==> src/rtl/retire_pkg.sv <==
package retire_pkg;
  typedef enum logic [2:0] {
    ST_IDLE      = 3'd0,
    ST_WAIT_EXEC = 3'd1,
    ST_DO_IO     = 3'd2,
    ST_DO_WRITES = 3'd3,
    ST_RETIRE    = 3'd4,
    ST_FLUSH     = 3'd5
  } rstate_e;
endpackage

==> src/rtl/retire_window.sv <==
module retire_window #(
  parameter int DEPTH = 8,
  parameter int NTAB  = 3,
  parameter int IDX_W = $clog2(DEPTH)
) (
  input  logic             clk,
  input  logic             rst_n,
  input  logic             push,
  input  logic             push_io,
  input  logic             push_wr,
  input  logic [NTAB-1:0]  push_tbl,
  input  logic             pop,
  input  logic             flush,
  output logic [IDX_W-1:0] head_idx,
  output logic [IDX_W-1:0] tail_idx,
  output logic             full,
  output logic             empty,
  output logic             more_after_pop,
  output logic             head_io,
  output logic             head_wr,
  output logic [NTAB-1:0]  head_tbl
);
  localparam int CNT_W = IDX_W + 1;

  logic [DEPTH-1:0] io_q;
  logic [DEPTH-1:0] wr_q;
  logic [NTAB-1:0]  tbl_q [DEPTH];
  logic [IDX_W-1:0] head_q, tail_q;
  logic [CNT_W-1:0] cnt_q;

  assign head_idx = head_q;
  assign tail_idx = tail_q;
  assign full     = (cnt_q == CNT_W'(DEPTH));
  assign empty    = (cnt_q == '0);
  assign more_after_pop = (cnt_q > CNT_W'(1)) || push;
  assign head_io  = io_q[head_q];
  assign head_wr  = wr_q[head_q];
  assign head_tbl = tbl_q[head_q];

  always_ff @(posedge clk) begin
    if (!rst_n) begin
      head_q <= '0;
      tail_q <= '0;
      cnt_q  <= '0;
    end else if (flush) begin
      tail_q <= head_q;
      cnt_q  <= '0;
    end else begin
      if (push) tail_q <= tail_q + IDX_W'(1);
      if (pop)  head_q <= head_q + IDX_W'(1);
      case ({push, pop})
        2'b10:   cnt_q <= cnt_q + CNT_W'(1);
        2'b01:   cnt_q <= cnt_q - CNT_W'(1);
        default: cnt_q <= cnt_q;
      endcase
    end
  end

  for (genvar e = 0; e < DEPTH; e++) begin : g_slot
    always_ff @(posedge clk) begin
      if (!rst_n) begin
        io_q[e]  <= 1'b0;
        wr_q[e]  <= 1'b0;
        tbl_q[e] <= '0;
      end else if (push && !flush && tail_q == IDX_W'(e)) begin
        io_q[e]  <= push_io;
        wr_q[e]  <= push_wr;
        tbl_q[e] <= push_tbl;
      end
    end
  end
endmodule

==> src/rtl/retire_exec_chk.sv <==
module retire_exec_chk #(
  parameter int NTAB  = 3,
  parameter int IDX_W = 3
) (
  input  logic [IDX_W-1:0]      head_idx,
  input  logic [NTAB-1:0]       head_tbl,
  input  logic [NTAB-1:0]       tbl_empty,
  input  logic [NTAB*IDX_W-1:0] tbl_oldest,
  output logic                  all_done
);
  logic [NTAB-1:0] tbl_clear;

  for (genvar t = 0; t < NTAB; t++) begin : g_tbl
    assign tbl_clear[t] = !head_tbl[t] || tbl_empty[t] ||
                          (tbl_oldest[t*IDX_W +: IDX_W] != head_idx);
  end

  assign all_done = &tbl_clear;
endmodule

==> src/rtl/retire_fsm.sv <==
module retire_fsm
  import retire_pkg::*;
(
  input  logic    clk,
  input  logic    rst_n,
  input  logic    win_empty,
  input  logic    more_after_pop,
  input  logic    exec_done,
  input  logic    head_io,
  input  logic    head_wr,
  input  logic    io_done,
  input  logic    io_exc,
  input  logic    wr_done,
  input  logic    wr_exc,
  output rstate_e state
);
  rstate_e state_q, state_d;

  assign state = state_q;

  always_comb begin
    state_d = state_q;
    unique case (state_q)
      ST_IDLE:
        if (!win_empty) state_d = ST_WAIT_EXEC;
      ST_WAIT_EXEC:
        if (exec_done) begin
          if (head_io)      state_d = ST_DO_IO;
          else if (head_wr) state_d = ST_DO_WRITES;
          else              state_d = ST_RETIRE;
        end
      ST_DO_IO:
        if (io_done) begin
          if (io_exc)       state_d = ST_FLUSH;
          else if (head_wr) state_d = ST_DO_WRITES;
          else              state_d = ST_RETIRE;
        end
      ST_DO_WRITES:
        if (wr_done) state_d = wr_exc ? ST_FLUSH : ST_RETIRE;
      ST_RETIRE:
        state_d = more_after_pop ? ST_WAIT_EXEC : ST_IDLE;
      ST_FLUSH:
        state_d = ST_IDLE;
      default:
        state_d = ST_IDLE;
    endcase
  end

  always_ff @(posedge clk) begin
    if (!rst_n) state_q <= ST_IDLE;
    else        state_q <= state_d;
  end
endmodule

==> src/rtl/retire_ctrl.sv <==
module retire_ctrl
  import retire_pkg::*;
#(
  parameter int DEPTH = 8,
  parameter int NTAB  = 3,
  parameter int IDX_W = $clog2(DEPTH)
) (
  input  logic                  clk,
  input  logic                  rst_n,
  input  logic                  alloc_valid,
  output logic                  alloc_ready,
  input  logic                  alloc_io,
  input  logic                  alloc_wr,
  input  logic [NTAB-1:0]       alloc_tbl,
  output logic [IDX_W-1:0]      alloc_seq,
  input  logic [NTAB-1:0]       tbl_empty,
  input  logic [NTAB*IDX_W-1:0] tbl_oldest,
  output logic                  io_go,
  output logic [IDX_W-1:0]      io_seq,
  input  logic                  io_done,
  input  logic                  io_exc,
  output logic                  wr_go,
  output logic [IDX_W-1:0]      wr_seq,
  input  logic                  wr_done,
  input  logic                  wr_exc,
  output logic                  retire_valid,
  output logic [IDX_W-1:0]      retire_seq,
  output logic                  flush_valid,
  output logic [IDX_W-1:0]      flush_seq
);
  rstate_e          state;
  logic             push, pop, flush;
  logic [IDX_W-1:0] head_idx, tail_idx;
  logic             full, empty, more_after_pop;
  logic             head_io, head_wr;
  logic [NTAB-1:0]  head_tbl;
  logic             exec_done;

  assign flush       = (state == ST_FLUSH);
  assign pop         = (state == ST_RETIRE);
  assign alloc_ready = !full && !flush;
  assign push        = alloc_valid && alloc_ready;
  assign alloc_seq   = tail_idx;

  retire_window #(.DEPTH(DEPTH), .NTAB(NTAB), .IDX_W(IDX_W)) u_window (
    .clk            (clk),
    .rst_n          (rst_n),
    .push           (push),
    .push_io        (alloc_io),
    .push_wr        (alloc_wr),
    .push_tbl       (alloc_tbl),
    .pop            (pop),
    .flush          (flush),
    .head_idx       (head_idx),
    .tail_idx       (tail_idx),
    .full           (full),
    .empty          (empty),
    .more_after_pop (more_after_pop),
    .head_io        (head_io),
    .head_wr        (head_wr),
    .head_tbl       (head_tbl)
  );

  retire_exec_chk #(.NTAB(NTAB), .IDX_W(IDX_W)) u_exec (
    .head_idx   (head_idx),
    .head_tbl   (head_tbl),
    .tbl_empty  (tbl_empty),
    .tbl_oldest (tbl_oldest),
    .all_done   (exec_done)
  );

  retire_fsm u_fsm (
    .clk            (clk),
    .rst_n          (rst_n),
    .win_empty      (empty),
    .more_after_pop (more_after_pop),
    .exec_done      (exec_done),
    .head_io        (head_io),
    .head_wr        (head_wr),
    .io_done        (io_done),
    .io_exc         (io_exc),
    .wr_done        (wr_done),
    .wr_exc         (wr_exc),
    .state          (state)
  );

  assign io_go        = (state == ST_DO_IO);
  assign wr_go        = (state == ST_DO_WRITES);
  assign retire_valid = pop;
  assign flush_valid  = flush;
  assign io_seq       = head_idx;
  assign wr_seq       = head_idx;
  assign retire_seq   = head_idx;
  assign flush_seq    = head_idx;
endmodule

==> config.mk <==
export PLATFORM = sky130hd
export DESIGN_NAME = retire_ctrl
export DESIGN_NICKNAME = d
export VERILOG_FILES = /design/src/rtl/retire_pkg.sv /design/src/rtl/retire_window.sv /design/src/rtl/retire_exec_chk.sv /design/src/rtl/retire_fsm.sv /design/src/rtl/retire_ctrl.sv
export SDC_FILE = /design/constraint.sdc
export NUM_CORES = 1
export LEC_CHECK = 0
export BUFFER_PORTS_ARGS = -buffer_cell sky130_fd_sc_hd__buf_2
export CORE_MARGIN = 8
export CORE_UTILIZATION = 30
export CTS_BUF_LIST = sky130_fd_sc_hd__clkbuf_8
export DETAILED_ROUTE_END_ITERATION = 6
export GPL_TIMING_DRIVEN = 1
export PLACE_DENSITY = 0.51
export SLEW_MARGIN = 25
export SYNTH_ARGS = -nofsm -noshare
export SYNTH_HDL_FRONTEND = slang
export SYNTH_HIERARCHICAL = 1
export SYNTH_SLANG_ARGS = --single-unit
==> constraint.sdc <==
create_clock -name clk -period 3.6 [get_ports clk]
set_input_delay 0.36 -clock clk [delete_from_list [all_inputs] [get_ports clk]]
set_output_delay 0.36 -clock clk [all_outputs]
set_load 0.005 [all_outputs]
==> results.tsv <==
metric	value	unit
synth.net_count	325	
cts_htree_levels	2	
drv_slew	0	
p_leak	1.46	nW
antenna_found_initial	0	
grtUsageTotal	10.3	%
initial_core_util	30.7	%
relSlewSlack	59.8	%
worstSetupEndpointType	register	
worst_slack	0.766	ns
post-place-cells	448	
route.antenna.remaining_nets	0	
synth_top_cell_by_area	edfxtp_1	
timing.critical_path.fanout_max	23	
grt_start_max_net_pins	41	
ys_ff_latch	56	
fp.coreArea	10300	µm²
setup_violations	0	
postLayoutCellArea	3520	µm²
synth_top_area_share	22.9	%
final_min_period_over_clock_period	78.7	%
fin_skew	0.00699	ns
number_of_buffer_cells_added_on_primary_ports	43	
dpl.hpwl	5520	µm
die_width	119	µm
area.growth.synth_to_final	11.6	%
worstPathArrival	3.04	ns
gp_congestion	0.707	
mappedNetlistArea	3150	µm²
post-cts-setup-buffers	0	
ctsHoldBuffers	0	
drt_iter0_markers	108	
cell_by_cell_listing_of_the_critical_path	and3b_2, nor3b_2, buf_4, inv_1, ha_1, or4b_1, a21oi_1, mux2_1	
final.min_clock_period	2.83	ns
diodes	0	
hold_path.class	input port to register	
max_freq	353	MHz
count_of_flip_flops_with_a_built_in_enable_after_synthesis	24	
cts.reportedPaths.clkPinSlew	0.10	ns
synth_cell_type_count	43	
synth_most_common_cell	dfxtp_1	
dpl_cell_area	3430	µm²
number_of_detailed_routing_iterations_run_before_antenna_repair	4	
first_global_vias	2202	
layout.core_utilization	34.2	%
finalSetupTns	0	ns
final_hold_viol_count	0	
fraction_of_layout_instances_using_a_drive_strength_above_1	24.1	%
cts_sinks	56	
clock_latency	0.31	ns
drc_errors	0	
clk_root_buffer_cell	clkbuf_8	
wire_per_inst	15.6	µm
finalNetCount	355	
critical_path_class	register to register	
overall_via_count_from_detail_route	2126	
max-clock-path-buffers	2	
timing_worst_slew_pin_value	0.602	ns
die_area	14000	µm²
route.detailed.vias_per_inst	4.66	
cts_buffers	5	
critical_path_required	3.81	ns
routed_wl	7100	µm
yosys_most_used_dff	dfxtp_1	
ir_drop	0.000144	V
final_cell_count_without_fillers	456	
asyncSetResetFlopFracSynth	0	%
yosysSeqAreaShare	43.2	%
global_route_wire_length_before_repair	11600	µm
preCtsSetupSlack	0.831	ns
critical_path.startpoint_type	register	
synth_top_cells_by_area	edfxtp_1, dfxtp_1, mux4_2	
cellPowerDensity	420	nW/µm²
synthTopCellsByCount	dfxtp_1, and2_1, edfxtp_1	
reg2reg_setup_slack	0.77	ns
synth_area_per_cell	10.9	µm²
global_route.overflow_total	0	
io-pin-count	44	
synthCells	289	
drv_cap	0	
rsz0062_at_grt	no	
cts-resized-gates	0	
crit_path_max_incr_delay	0.64	ns
tritoncts	yes	
critPathSlowestCell	dfxtp_1	
die-height	119	µm
floorplan.rows	37	
yosys_warnings	6	
outcome	finished clean	
## area by class of cell
| class | instances | area (µm²) |
|---|---|---|
| multi-input combinational | 201 | 1620 |
| clock buffer | 5 | 68.8 |
| timing repair buffer | 47 | 245 |
| tap | 136 | 170 |
| inverter | 8 | 30.0 |
| sequential | 56 | 1360 |
| clock inverter | 3 | 22.5 |
| fill | 1061 | 6760 |
## flip-flops by register name, summed over array words and instances, names as in the netlist, named ones only
| signal | flops |
|---|---|
| u_fsm/state | 3 |
| u_window/cnt_q | 4 |
| u_window/io_q | 8 |
| u_window/tbl_q | 24 |
| u_window/head_idx | 3 |
| u_window/tail_idx | 3 |
| u_window/wr_q | 8 |
## where the power goes
| group | internal (mW) | switching, mW | total [mW] |
|---|---|---|---|
| Clock | 0.140 | 0.215 | 0.355 |
| Sequential | 0.714 | 0.0715 | 0.785 |
| Combinational | 0.170 | 0.168 | 0.338 |
## worst paths after layout
check | start | endpoint | cells past startpoint
max | u_fsm/state[0]$_SDFFE_PN0P_ | u_window/cnt_q[3]$_SDFFE_PP0P_ | 8
min | wr_done | u_fsm/state[1]$_SDFFE_PN0P_ | 4
max reg2reg | u_fsm/state[0]$_SDFFE_PN0P_ | u_window/cnt_q[3]$_SDFFE_PP0P_ | 8
min reg2reg | u_window/wr_q[7]$_SDFFE_PN0P_ | u_window/wr_q[7]$_SDFFE_PN0P_ | 2
## cells by family after synthesis
group	count (synthesis)	synth area share (%)
compound gates	18	3.53
mux	37	16.0
fa+ha+maj	12	4.76
flops	56	43.2
buf+inv	32	5.40
xor+xnor	14	3.89
simple gates	120	23.3
## cells in the final DEF, fill, tap and decap left out, types with 5 or more instances in the layout
cell / count
nor2_1: 16
nand2b_1: 8
a21oi_1: 6
nor2b_1: 18
edfxtp_1: 24
xor2_1: 10
dfxtp_1: 32
nor3b_1: 7
mux4_2: 10
ha_1: 12
nand2_1: 17
nand3b_1: 5
mux2_2: 5
clkbuf_8: 5
inv_1: 8
buf_2: 43
mux2i_1: 21
and2_1: 26
## critical path, delay by kind of cell (launching register included)
family	cells	cell delay, ns
simple gates	3	1.04
buf+inv	2	0.30
flops	1	0.64
fa+ha+maj	1	0.23
mux	1	0.33
compound gates	1	0.19
## per-layer routing
metal	vias up	part of all wire [%]	wire (µm)	track usage, %
met5	-	0	0	0
met4	0	0.93	66	3.08
met3	5	3.0	215	1.67
met2	39	47	3370	17.0
met1	1021	49	3450	13.5
li1	1061	-	-	-
## per-stage QoR
step | hold WS, ns | total power [mW]
global route | 0.419 | 1.57
finish | 0.369 | 1.48
CTS | 0.358 | 1.50
floorplan | 0.477 | 1.05
global placement | 0.491 | 1.14
detailed placement | 0.505 | 1.14
(Power assumes the default switching activity.)
